<file path="src/rtl/ptp_port_fsm.sv">
module ptp_port_fsm #(
  parameter int CW = 16
) (
  input  logic          clk,
  input  logic          rst_n,
  input  logic          enable,
  input  logic          sync_rx,
  input  logic          bmc_valid,
  input  logic [1:0]    bmc_code,
  input  logic [CW-1:0] listen_cycles,
  input  logic [CW-1:0] qual_cycles,
  input  logic [CW-1:0] sync_period,
  output logic [2:0]    port_state,
  output logic          sync_tx,
  output logic          corr_en,
  output logic          master_role
);
  localparam logic [2:0] S_DIS = 3'd0, S_LIS = 3'd1, S_PRE = 3'd2,
                         S_MST = 3'd3, S_SLV = 3'd4, S_PAS = 3'd5;

  logic [CW-1:0] tmr;
  logic          heard, en_q;
  logic [2:0]    nxt, verdict;
  logic [CW:0]   tcnt;
  logic          lis_done, qual_done, per_done, heard_now;

  assign tcnt      = {1'b0, tmr} + 1'b1;
  assign lis_done  = tcnt >= {1'b0, listen_cycles} && tcnt != '0;
  assign qual_done = tcnt >= {1'b0, qual_cycles};
  assign per_done  = tcnt >= {1'b0, sync_period};
  assign heard_now = heard | sync_rx;

  always_comb begin
    case (bmc_code)
      2'd0:    verdict = S_MST;
      2'd1:    verdict = S_SLV;
      2'd2:    verdict = S_PAS;
      default: verdict = S_DIS;
    endcase
  end

  always_comb begin
    nxt = port_state;
    case (port_state)
      S_DIS: if (enable && !en_q) nxt = S_LIS;
      S_LIS: if (heard_now && bmc_valid) nxt = verdict;
             else if (!heard_now && lis_done) nxt = S_PRE;
      S_PRE: if (heard_now && bmc_valid) nxt = verdict;
             else if (!heard_now && qual_done) nxt = S_MST;
      S_MST, S_SLV, S_PAS: if (bmc_valid) nxt = verdict;
      default: nxt = S_DIS;
    endcase
    if (!enable) nxt = S_DIS;
  end

  always_ff @(posedge clk or negedge rst_n) begin
    if (!rst_n) begin
      port_state <= S_DIS;
      tmr        <= '0;
      heard      <= 1'b0;
      en_q       <= 1'b0;
    end else begin
      en_q       <= enable;
      port_state <= nxt;
      if (nxt != port_state) begin
        tmr   <= '0;
        heard <= 1'b0;
      end else begin
        if (port_state == S_LIS || port_state == S_PRE) begin
          heard <= heard_now;
          tmr   <= tmr + 1'b1;
        end else if (port_state == S_MST) begin
          tmr   <= per_done ? '0 : tmr + 1'b1;
        end
      end
    end
  end

  assign sync_tx     = (port_state == S_MST) && per_done;
  assign corr_en     = (port_state == S_SLV);
  assign master_role = (port_state == S_PRE) || (port_state == S_MST);
endmodule

</file>
<file path="config.mk">
export PLATFORM = sky130hd
export DESIGN_NAME = ptp_port_fsm
export DESIGN_NICKNAME = d
export VERILOG_FILES = /design/src/rtl/ptp_port_fsm.sv
export SDC_FILE = /design/constraint.sdc
export NUM_CORES = 1
export LEC_CHECK = 0
export BUFFER_PORTS_ARGS = -buffer_cell sky130_fd_sc_hd__buf_4
export CAP_MARGIN = 20
export CORE_ASPECT_RATIO = 1.1
export CORE_UTILIZATION = 35
export CTS_CLUSTER_SIZE = 8
export DETAILED_ROUTE_END_ITERATION = 10
export GPL_ROUTABILITY_DRIVEN = 0
export HOLD_SLACK_MARGIN = 0.08
export SETUP_SLACK_MARGIN = 0.02
export SYNTH_ARGS = -nofsm -noshare
export SYNTH_HDL_FRONTEND = slang
export SYNTH_SLANG_ARGS = --single-unit
</file>
<file path="constraint.sdc">
create_clock -name clk -period 4.3 [get_ports clk]
set_input_delay 0.43 -clock clk [delete_from_list [all_inputs] [get_ports clk]]
set_output_delay 0.43 -clock clk [all_outputs]
set_load 0.01 [all_outputs]
</file>
==> flow_metrics.py <==
metrics = {
    "outcome": {
        "outcome": "completed",
    },
    "floorplanning": {
        "coreArea_sq_um": 8870,
        "placementRows": 36,
        "die_w_um": 93.4,
        "die_h_um": 102,
        "dieArea_sq_um": 9570,
        "initial_core_util_pct": 36.2,
        "io_pins": 61,
    },
    "sta": {
        "worstMarginPinSlew_ns": 0.756,
        "rsz0062_at_grt": "false",
        "hold_viol_final": 0,
        "holdWs_ns": 0.326,
        "setup_viol": 0,
        "tns_ns": 0,
        "maxSlewHeadroom_pct": 49.6,
        "min_period_over_period_pct": 92.8,
        "clock.fmax_mhz": 251,
        "period_needed_ns": 3.99,
        "skew_ns": 0.00195,
        "slew_viol_final": 0,
    },
    "logic_synthesis": {
        "synth_top_family_by_area": "simple AND/OR/NAND/NOR gates",
        "yosysTopAreaCellShare_pct": 20.6,
        "async_flop_share_pct": 100,
        "synth-compound-area-share_pct": 14.6,
        "synth_area_leaders": "ha_1 (21%), dfrtp_1 (16%), inv_1 (6.8%)",
        "netlist_area_sq_um": 3210,
        "synthesis.instances": 393,
        "ys_seq_elements": 21,
        "synth_edf_count": 0,
        "yosys_warnings": 0,
        "synthSimpleGateAreaFrac_pct": 29.1,
        "ys_seq_area_share_pct": 16.4,
        "yosys.cell_types.count": 64,
        "synthMuxAreaShare_pct": 0.312,
        "synthAdderAreaFrac_pct": 20.6,
        "synth_flop_cell": "dfrtp_1",
        "synth.largest_area_cell": "ha_1",
        "avgSynthCellArea_sq_um": 8.18,
        "syn-num-nets": 501,
        "synth_xor_area_share_pct": 6.54,
    },
    "clocking": {
        "cts_buffers": 3,
        "cts_sinks": 21,
        "path_clk_slew_ns": 0.07,
        "clock_path_buffers": 2,
        "root_buffer": "clkbuf_8",
        "htreeDepth": 1,
        "cts_tree": "built",
        "insertion_delay_ns": 0.25,
    },
    "critical_path": {
        "critical_path_class": "reg -> out",
        "cp_num_buf_inv": 1,
        "startpoint_type": "flop",
        "slowest_delay_ns": 0.51,
        "crit_slowest_cell": "dfrtp_1",
        "path_max_fanout": 10,
        "r2r_start": "tmr[0]",
        "cp_cell_sequence": "ha_1 > nand3_2 > nor3_1 > nand2_1 > xnor2_2 > ha_1 > and4_1 > nand4_1 > nor4_1 > nor3_1 > a31oi_2 > buf_4",
        "critPathCaptureType": "primary output",
        "critical_path.top_delay_family": "simple AND/OR/NAND/NOR gates",
        "critPathLaunch": "tmr[0]",
        "ff2ff_setup_slack_ns": 0.36,
        "critPathRequiredTime_ns": 3.87,
        "worstPathArrival_ns": 3.56,
    },
    "global_routing": {
        "antenna_found_initial": 0,
        "grtUsageTotal_pct": 17.1,
        "grt_pass1_vias": 2939,
        "grt_pass1_wl_um": 13300,
        "grt_overflow": 0,
        "grt_max_degree": 22,
    },
    "drt": {
        "routedWlPerCell_um": 13.7,
        "wirelength_um": 7730,
        "drtAntennaViolNets": 0,
        "drt-vias-per-instance": 5.25,
        "post-route-drc-count": 0,
        "drt_iter0_markers": 188,
        "drt_pass1_iterations": 4,
        "vias": 2953,
    },
    "place": {
        "dpl.hpwl_um": 6600,
        "dp.cells": 557,
        "port_buffers": 60,
    },
    "final_layout": {
        "area_delta_synth_final_pct": 17.7,
        "register_area_sq_um": 526,
        "drive_gt1_share_pct": 23.0,
        "antenna_cells": 0,
        "fin_nets": 557,
        "multi_input_area_sq_um": 2310,
        "stdcell_count": 562,
        "nFillCells": 869,
    },
    "min_path": {
        "hold_class": "in -> reg",
        "hold_start": "enable",
    },
    "power": {
        "ir_worst_vdd_mv": 0.0846,
        "leakage_nw": 1.92,
        "power_per_cell_area_nw_per_um2": 148,
    },
    "job": {
        "drv_cap": 0,
    },
}
metrics by stage:
| step | worst slack (ns) | utilization (%) | cell area, sq um | power [mW] |
|---|---|---|---|---|
| 2_1_floorplan | 0.745 | - | 3210 | 0.357 |
| 3_3_place_gp | 0.300 | 41.8 | 3710 | 0.434 |
| 3_5_place_dp | 0.212 | 41.8 | 3710 | 0.438 |
| 4_1_cts | 0.185 | 42.5 | 3770 | 0.568 |
| 5_1_grt | 0.0282 | 42.6 | 3780 | 0.609 |
| 6_report | 0.309 | 42.6 | 3780 | 0.559 |
cell families (layout without fill, tap and decap cells):
| group | count (synthesis) | after routing |
|---|---|---|
| and+or+nand+nor | 145 | 145 |
| buffers and inverters | 77 | 132 |
| muxes | 1 | 1 |
| adders and majority gates | 53 | 53 |
| xor gates and xnor gates | 24 | 24 |
| AOI/OAI and AO/OA | 72 | 72 |
| DFF | 21 | 21 |
Yosys cell counts (all sizes together) (3+ instances only):
cell / n
and4: 3
xor2: 7
nor2: 25
nor4: 9
a21oi: 22
o21ai: 14
nor2b: 3
nand4: 11
ha: 53
nor3: 14
nor4b: 15
a21o: 6
or3: 4
a31oi: 6
inv: 58
xnor2: 17
dfrtp: 21
nand2: 25
nor3b: 6
nand3: 18
buf: 17
flip-flops by register name (all words and copies together) (netlist names):
register	count
tmr	16
en_q	1
heard	1
port_state	3
timing repair:
action | 4_1_cts | 5_1_grt
setup endpoints to repair | 0 | 12
hold endpoints to repair | 21 | 0
gates resized for setup | 0 | 2
hold buffers | 1 | 0
buffers inserted | 0 | 0
worst paths after layout:
path / end / cells past startpoint
setup / recovery: sync_tx / 12
hold / removal: en_q / 1
setup reg to reg: tmr[9] / 15
hold reg to reg: heard / 2
max in group asynchronous: tmr[4] / 2
min in group asynchronous: en_q / 2
cell usage in the layout, fill, tap and decap left out, drive strengths merged, types with 14 or more instances in the layout:
cell type / Yosys / final
buf: 17 / 69
a21oi: 22 / 22
dfrtp: 21 / 21
inv: 58 / 58
nor4b: 15 / 15
nand3: 18 / 18
ha: 53 / 53
nand2: 25 / 25
xnor2: 17 / 17
nor3: 14 / 14
o21ai: 14 / 14
nor2: 25 / 25
report_power, final:
group	internal (mW)	switching, mW	total (mW)
clock network	0.0658	0.0596	0.125
registers	0.207	0.0170	0.224
logic	0.108	0.102	0.210
metal layers:
layer	GRT usage, %	wire length (um)
met5	0	0
met2	31.0	3800
met3	1.47	287
met4	3.55	84
met1	22.2	3550
area by class of cell:
type / instances / share of cell area (%)
Clock buffer: 4 / 1.19
Multi-Input combinational cell: 295 / 61.1
Timing Repair Buffer: 70 / 14.3
Tap cell: 114 / 3.77
Inverter: 58 / 5.76
Sequential cell: 21 / 13.9
(Power assumes the default switching activity.)
